[config.mk]
export PLATFORM = sky130hd
export DESIGN_NAME = lp_wake_timer
export DESIGN_NICKNAME = d
export VERILOG_FILES = /design/src/rtl/lpw_pkg.sv /design/src/rtl/lpw_regs.sv /design/src/rtl/lpw_presc.sv /design/src/rtl/lpw_count.sv /design/src/rtl/lp_wake_timer.sv
export SDC_FILE = /design/constraint.sdc
export NUM_CORES = 1
export LEC_CHECK = 0
export BUFFER_PORTS_ARGS = -buffer_cell sky130_fd_sc_hd__buf_4
export CAP_MARGIN = 20
export CORE_UTILIZATION = 50
export CTS_CLUSTER_DIAMETER = 60
export DETAILED_ROUTE_END_ITERATION = 6
export PLACE_DENSITY = 0.76
export SYNTH_ARGS = -nofsm -noshare
export SYNTH_HDL_FRONTEND = slang
export SYNTH_SLANG_ARGS = --single-unit
[constraint.sdc]
create_clock -name clk_i -period 2.9 [get_ports clk_i]
set_input_delay 0.29 -clock clk_i [delete_from_list [all_inputs] [get_ports clk_i]]
set_output_delay 0.29 -clock clk_i [all_outputs]
set_load 0.01 [all_outputs]
[src/rtl/lpw_pkg.sv]
package lpw_pkg;

   localparam int unsigned CODE_W = 4;
   localparam int unsigned DIV_W  = 16;

   // Code-to-divisor mapping: two bypass codes, a doubling run, two odd top codes.
   function automatic logic [DIV_W-1:0] lpw_divisor(input logic [CODE_W-1:0] code);
      logic [DIV_W-1:0] d;
      if (code <= CODE_W'(1))
         d = DIV_W'(1);
      else if (code == CODE_W'(14))
         d = DIV_W'(10240);
      else if (code == CODE_W'(15))
         d = DIV_W'(61440);
      else
         d = DIV_W'(1) << (code - CODE_W'(1));
      return d;
   endfunction

endpackage

[src/rtl/lpw_regs.sv]
module lpw_regs #(
   parameter int unsigned     DATA_W  = 32,
   parameter int unsigned     ADDR_W  = 2,
   parameter int unsigned     WIN_W   = 6,
   parameter int unsigned     CODE_W  = 4,
   parameter logic [WIN_W-1:0] WIN_RST = '1
) (
   input  logic              clk_i,
   input  logic              rst_ni,
   input  logic              wr_i,
   input  logic [ADDR_W-1:0] addr_i,
   input  logic [DATA_W-1:0] wdata_i,
   output logic [DATA_W-1:0] rdata_o,
   output logic              en_o,
   output logic [WIN_W-1:0]  win_o,
   output logic [CODE_W-1:0] code_o
);

   localparam logic [ADDR_W-1:0] A_CTRL = ADDR_W'(0);
   localparam logic [ADDR_W-1:0] A_WIN  = ADDR_W'(1);
   localparam logic [ADDR_W-1:0] A_CODE = ADDR_W'(2);

   if (ADDR_W < 2) begin : g_bad_addr
      $error("lpw_regs: ADDR_W must be at least 2");
   end
   if (WIN_W < CODE_W || DATA_W <= WIN_W) begin : g_bad_width
      $error("lpw_regs: need CODE_W <= WIN_W < DATA_W");
   end

   always_ff @(posedge clk_i or negedge rst_ni) begin
      if (!rst_ni) begin
         en_o   <= 1'b0;
         win_o  <= WIN_RST;
         code_o <= '0;
      end else if (wr_i) begin
         case (addr_i)
            A_CTRL:  en_o   <= wdata_i[0];
            A_WIN:   win_o  <= wdata_i[WIN_W-1:0];
            A_CODE:  code_o <= wdata_i[CODE_W-1:0];
            default: ;
         endcase
      end
   end

   always_comb begin
      rdata_o = '0;
      case (addr_i)
         A_CTRL:  rdata_o[0]          = en_o;
         A_WIN:   rdata_o[WIN_W-1:0]  = win_o;
         A_CODE:  rdata_o[CODE_W-1:0] = code_o;
         default: ;
      endcase
   end

   logic unused_wdata;
   assign unused_wdata = ^wdata_i[DATA_W-1:WIN_W];

   // upper bits of the read bus stay zero for every address
   p_rsvd_zero_r2: assert property (@(posedge clk_i) disable iff (!rst_ni)
      rdata_o[DATA_W-1:WIN_W] == '0);

   // a write to an unmapped address leaves every field unchanged
   p_unmapped_ignored_r2: assert property (@(posedge clk_i) disable iff (!rst_ni)
      (wr_i && addr_i != A_CTRL && addr_i != A_WIN && addr_i != A_CODE)
      |=> ($stable(en_o) && $stable(win_o) && $stable(code_o)));

endmodule

[src/rtl/lpw_presc.sv]
module lpw_presc #(
   parameter int unsigned CODE_W = 4,
   parameter int unsigned DIV_W  = 16
) (
   input  logic              clk_i,
   input  logic              rst_ni,
   input  logic              en_i,
   input  logic [CODE_W-1:0] code_i,
   output logic              tick_o
);

   if (CODE_W != lpw_pkg::CODE_W || DIV_W != lpw_pkg::DIV_W) begin : g_bad_cfg
      $error("lpw_presc: widths must match the divisor table");
   end

   logic [DIV_W-1:0] div;
   logic [DIV_W-1:0] pc;

   assign div    = lpw_pkg::lpw_divisor(code_i);
   assign tick_o = en_i && (pc == div - DIV_W'(1));

   always_ff @(posedge clk_i or negedge rst_ni) begin
      if (!rst_ni)
         pc <= '0;
      else if (!en_i || tick_o)
         pc <= '0;
      else
         pc <= pc + DIV_W'(1);
   end

   // prescale count never reaches the active divisor
   p_presc_bound_r3: assert property (@(posedge clk_i) disable iff (!rst_ni)
      pc < div);

   // disabled prescaler is held at zero
   p_presc_idle_r7: assert property (@(posedge clk_i) disable iff (!rst_ni)
      !en_i |=> pc == '0);

endmodule

[src/rtl/lpw_count.sv]
module lpw_count #(
   parameter int unsigned WIN_W  = 6,
   parameter int unsigned CODE_W = 4
) (
   input  logic              clk_i,
   input  logic              rst_ni,
   input  logic              en_i,
   input  logic              tick_i,
   input  logic [WIN_W-1:0]  win_i,
   input  logic [CODE_W-1:0] code_i,
   output logic [CODE_W-1:0] code_act_o,
   output logic              wake_o
);

   logic [WIN_W-1:0] cnt;
   logic [WIN_W-1:0] win_act;
   logic [WIN_W-1:0] cnt_nx;
   logic [WIN_W-1:0] win_nx;
   logic             restart;
   logic             load;

   assign restart = tick_i && (cnt == win_act);
   assign load    = !en_i || restart;
   assign cnt_nx  = restart ? '0 : cnt + WIN_W'(1);
   assign win_nx  = load ? win_i : win_act;

   always_ff @(posedge clk_i or negedge rst_ni) begin
      if (!rst_ni) begin
         win_act    <= '1;
         code_act_o <= '0;
      end else if (load) begin
         win_act    <= win_i;
         code_act_o <= code_i;
      end
   end

   always_ff @(posedge clk_i or negedge rst_ni) begin
      if (!rst_ni) begin
         cnt    <= '0;
         wake_o <= 1'b0;
      end else begin
         wake_o <= en_i && tick_i && (cnt_nx == win_nx);
         if (!en_i)
            cnt <= '0;
         else if (tick_i)
            cnt <= cnt_nx;
      end
   end

   // the counter never passes the active window
   p_cnt_bound_r4: assert property (@(posedge clk_i) disable iff (!rst_ni)
      cnt <= win_act);

   // a strobe is only seen while the counter sits on the window
   p_wake_at_window_r4: assert property (@(posedge clk_i) disable iff (!rst_ni)
      wake_o |-> cnt == win_act);

   // disabling silences the strobe and clears the counter
   p_quiet_off_r7: assert property (@(posedge clk_i) disable iff (!rst_ni)
      !en_i |=> (!wake_o && cnt == '0));

   // back-to-back strobes only with a zero window
   p_one_cycle_r6: assert property (@(posedge clk_i) disable iff (!rst_ni)
      wake_o |=> (!wake_o || win_act == '0));

endmodule

[src/rtl/lp_wake_timer.sv]
module lp_wake_timer #(
   parameter int unsigned      DATA_W  = 32,
   parameter int unsigned      ADDR_W  = 2,
   parameter int unsigned      WIN_W   = 6,
   parameter logic [WIN_W-1:0] WIN_RST = '1
) (
   input  logic              clk_i,
   input  logic              rst_ni,
   input  logic              reg_wr_i,
   input  logic [ADDR_W-1:0] reg_addr_i,
   input  logic [DATA_W-1:0] reg_wdata_i,
   output logic [DATA_W-1:0] reg_rdata_o,
   output logic              wake_o
);

   localparam int unsigned CODE_W = lpw_pkg::CODE_W;
   localparam int unsigned DIV_W  = lpw_pkg::DIV_W;

   if (WIN_W < 1 || WIN_W > 16) begin : g_bad_win
      $error("lp_wake_timer: WIN_W must be 1..16");
   end

   logic              en;
   logic [WIN_W-1:0]  win_reg;
   logic [CODE_W-1:0] code_reg;
   logic [CODE_W-1:0] code_act;
   logic              tick;

   lpw_regs #(
      .DATA_W (DATA_W),
      .ADDR_W (ADDR_W),
      .WIN_W  (WIN_W),
      .CODE_W (CODE_W),
      .WIN_RST(WIN_RST)
   ) regs_i (
      .clk_i  (clk_i),
      .rst_ni (rst_ni),
      .wr_i   (reg_wr_i),
      .addr_i (reg_addr_i),
      .wdata_i(reg_wdata_i),
      .rdata_o(reg_rdata_o),
      .en_o   (en),
      .win_o  (win_reg),
      .code_o (code_reg)
   );

   lpw_presc #(
      .CODE_W(CODE_W),
      .DIV_W (DIV_W)
   ) presc_i (
      .clk_i (clk_i),
      .rst_ni(rst_ni),
      .en_i  (en),
      .code_i(code_act),
      .tick_o(tick)
   );

   lpw_count #(
      .WIN_W (WIN_W),
      .CODE_W(CODE_W)
   ) count_i (
      .clk_i     (clk_i),
      .rst_ni    (rst_ni),
      .en_i      (en),
      .tick_i    (tick),
      .win_i     (win_reg),
      .code_i    (code_reg),
      .code_act_o(code_act),
      .wake_o    (wake_o)
   );

   // a strobe always follows an enabled cycle
   p_wake_needs_en_r7: assert property (@(posedge clk_i) disable iff (!rst_ni)
      wake_o |-> $past(en));

endmodule

==> results by stage <==
STA:
- The count of final max-slew check failures is 0.
- The period utilization is 1.07.
- The final hold violation count is 0.
- After layout, the worst setup slack is -0.214 ns.
- Setup repair after global routing could not meet its margin everywhere.
- The pin slew with the least headroom to its limit is around 0.63 ns.
- The fmax is roughly 320 MHz.
- The post-layout minimum cycle time is roughly 3.1 ns.
- The sum of negative setup slack is -1.10 ns.
- The headroom to the max-slew limit is 0.583.
- The final setup violation count is 11.
- The final setup skew is approximately 0.011 ns.

Synth:
- Of the post-synthesis cell area, the dominant cell type holds 0.246.
- Ranked by total cell area, the synthesized netlist is headed by sky130_fd_sc_hd__dfrtp_1 25%, sky130_fd_sc_hd__dfstp_2 9.7%, sky130_fd_sc_hd__mux2_2 6.6%.
- For this run, the register share of the synthesized area comes to 0.343.
- For this run, asynchronously set or reset flops after synthesis account for 1.00.
- Of all cell types, the one taking the most synthesized area is sky130_fd_sc_hd__dfrtp_1.
- The commonest cells after synthesis are 34 x sky130_fd_sc_hd__nor2_1, 32 x sky130_fd_sc_hd__dfrtp_1, 27 x sky130_fd_sc_hd__buf_4.
- The prevailing post-synth register cell is sky130_fd_sc_hd__dfrtp_1.
- The number of register bits inferred by synthesis is 44.
- The post-synth design cell area is 0.00325 sq mm.
- The number of library cell types mapped by synthesis is 64.
- The most common cell in the synthesized netlist is sky130_fd_sc_hd__nor2_1.
- The number of instances in the synthesized netlist is ~350.
- The Yosys step of the flow raised 0 warnings.
- The post-synthesis average cell area is 9.19 sq um.
- The number of flops mapped to enable cells by yosys is 0.

Power:
- The analysis attributes to cell leakage a power of 1.68 nW.
- The worst voltage drop across the vdd grid is approximately 470 uV.
- Dividing total power by cell area gives a power density of around 670 mW/mm^2.

Floorplan:
- For this configuration, the core starts out at a cell density of 0.515.
- The number of primary I/O pins is 70.
- The number of rows in the core area is 29.
- In this run the standard cell core region covers 0.00631 sq mm.
- The die height is 82.7 um.
- The die covers 0.00683 sq mm.
- From left edge to right edge, the die measures about 83 um.

Route:
- The met2 wire length is roughly 3800 um.
- The total length of routed met3 wires is just under 400 um.
- The aggregate routed wire length is between 7000 and 8000 um.
- Before antenna repair, the detailed router went through 5 iterations.
- In this run the remaining antenna-violating nets after routing total 0.
- The first routing iteration left 226 violations.
- For this run, design rule violations remaining after detail routing come to 0.
- For this block, wires on met1 add up to between 3000 and 4000 um.
- The via count of the routed design is ~2700.
- The mean routed wirelength per cell is approximately 16 um.
- Routed signal wires occupy layers up through met4.
- Dividing the detail-routed via count by the number of cells gives between 5 and 6.

GRT:
- The global-route total usage across every layer is 0.228.
- The number of antenna violations at the first check in global routing is 0.
- The overall overflow remaining after global route is 0.
- The via count of the first global-routing pass is roughly 2500.
- Entering global routing, the biggest net connects between 40 and 50 pins.
- The first-pass GRT wire length is 11800 um.

Run status:
- The run finished, with violations left.
- The final reports fail on setup timing.

Placement:
- After legalization and detailed placement, the total HPWL measured a little over 5000 um.
- Prior to clock tree synthesis, the placed netlist has a worst setup slack of -0.246 ns.
- Input and output buffers added on the ports amount to 17.
- Once placement completed, the tool counted placed cells totaling approximately 450.
- The final weighted congestion of routability-driven global placement is ~0.85.

Flow run:
- Max-cap violations in this run came to 0.

Cells and area:
- The area growth from synthesis to layout is 17.3%.
- Of the cells placed in the final design, the portion with a size suffix greater than 1 is 0.311.
- The count of non-filler cells in the finished layout is around 460.
- The number of antenna diodes in the final layout is 0.
- In the final design database the tool counted between 400 and 500 nets.

CTS:
- The clock passes through at most 2 buffers.
- The clock root buffer is sky130_fd_sc_hd__clkbuf_8.
- The clock reaches the later pin of the worst-skew pair after 0.31 ns.
- CTS built an H-tree with a depth of 2.
- The tree built by TritonCTS fans out to 44 sinks.
- The TritonCTS clock tree is yes.
- TritonCTS created 5 clock buffers.
- The clock slew seen by the registers of the worst setup and hold paths is about 0.090 ns.

Critical path:
- The startpoint-to-endpoint class of the critical path is register to register.
- In this run the critical register-to-register path is launched from count_i.code_act_o[2].
- The register-to-register path setup slack is -0.21 ns.
- The critical register-to-register path endpoint is count_i.wake_o.
- The worst setup path is captured at a register.
- The data required time at the worst endpoint is between 3 and 4 ns.
- The end point of the critical path is count_i.wake_o.
- The data arrival time of the worst path is between 3 and 4 ns.
- STA classifies the critical path startpoint as a register.
- Measured in cells, the most critical reg-to-reg path has a length of 13.
- The highest fanout seen on the critical path is 6.
- The critical path starts at count_i.code_act_o[2].

Hold path:
- The worst hold path belongs to the class input pin to register.
## where the power goes
part | total [mW] | internal (mW) | switching, mW | leakage, nW
clock network | 0.481 | 0.255 | 0.226 | 0.0541
registers | 0.883 | 0.741 | 0.143 | 0.550
logic | 1.18 | 0.586 | 0.596 | 1.07
total | 2.55 | 1.58 | 0.964 | 1.68
## flip-flops by register name, summed over array words and instances (netlist names)
name / cells
count_i.code_act_o: 4
regs_i.code_o: 4
count_i.cnt: 6
regs_i.en_o: 1
count_i.win_act: 6
presc_i.pc: 16
count_i.wake_o: 1
regs_i.win_o: 6
## worst min-delay path by stage
stage | slack, ns | cells past startpoint | endpoint | startpoint
after floorplan | -0.006 | 0 | count_i.cnt[0] | rst_ni
after global placement | 0.32 | 1 | count_i.cnt[5] | rst_ni
after detailed placement | 0.32 | 1 | count_i.wake_o | rst_ni
after CTS | 0.21 | 2 | regs_i.win_o[5] | reg_wdata_i[5]
after global routing | 0.22 | 2 | regs_i.win_o[4] | reg_wdata_i[4]
final | 0.22 | 2 | regs_i.win_o[5] | reg_wdata_i[5]
## per-stage QoR
step | hold slack, ns | util | total power, mW | area, sq um
2_1_floorplan | -0.00559 | - | 1.66 | 3410
3_3_place_gp | 0.319 | 0.550 | 1.84 | 3470
3_5_place_dp | 0.321 | 0.550 | 1.88 | 3470
4_1_cts | 0.213 | 0.586 | 2.43 | 3700
5_1_grt | 0.216 | 0.604 | 2.68 | 3820
6_report | 0.218 | 0.604 | 2.55 | 3820
## layout by cell type (no fill, tap or decap), drive strengths merged, types with 3 or more instances in the layout
master,count
xnor2,13
o21ai,11
a21o,3
a22oi,4
xor2,15
nand4b,3
o21a,3
nor2b,9
inv,13
ha,7
buf,44
nor4,4
a21oi,11
nand4,3
nand3,17
dfrtp,32
dfstp,12
nand2b,8
clkbuf,5
nor3,7
nand2,16
mux2,19
a21boi,3
a31oi,4
mux2i,5
and2,5
nor2,34
and3,8
conb,26
## kinds of logic (layout without fill, tap and decap cells)
family                     Yosys count  count (layout)  share of synthesized area
and+or+nand+nor                    129             129                      0.225
AOI/OAI and AO/OA                   62              62                      0.133
buffers and inverters               59              66                      0.113
adders and majority gates            7               7                     0.0269
xor gates and xnor gates            28              28                     0.0754
muxes                               24              24                     0.0812
other                                1              26                    0.00115
DFF                                 44              44                      0.343
## worst max-delay path: stages, from the launching register on
cell,delay [ns]
sky130_fd_sc_hd__dfrtp_1,0.46
sky130_fd_sc_hd__nor2_2,0.18
sky130_fd_sc_hd__nand2_1,0.11
sky130_fd_sc_hd__ha_4,0.20
sky130_fd_sc_hd__xnor2_2,0.15
sky130_fd_sc_hd__o41ai_1,0.33
sky130_fd_sc_hd__a21oi_1,0.17
sky130_fd_sc_hd__nor4b_4,0.31
sky130_fd_sc_hd__nand4_1,0.16
sky130_fd_sc_hd__buf_6,0.18
sky130_fd_sc_hd__and3_4,0.17
sky130_fd_sc_hd__nor3_2,0.14
sky130_fd_sc_hd__o2111ai_2,0.16
sky130_fd_sc_hd__a221oi_2,0.30
## layout make-up
class / count / area (sq um)
flip-flops and latches: 44 / 1120
fillers: 514 / 2500
clock buffers: 5 / 68.8
well taps: 77 / 96.3
repair buffers: 45 / 375
clock inverters: 3 / 42.5
multi-input cells: 276 / 2070
inverters: 13 / 48.8
## per-layer routing
| layer | vias to the layer above | GRT usage |
|---|---|---|
| met3 | 26 | 0.0385 |
| met1 | 1341 | 0.303 |
| li1 | 1258 | - |
| met2 | 124 | 0.378 |
| met5 | - | 0 |
| met4 | 0 | 0.0707 |
## what timing repair did
item | in CTS | in global routing
hold buffers | 1 | 0
hold endpoints to repair | 22 | 0
endpoints found under the setup margin | 10 | 29
pin swaps | 10 | 6
buffers inserted | 4 | 2
resized for setup | 20 | 24
(Power assumes the default switching activity.)
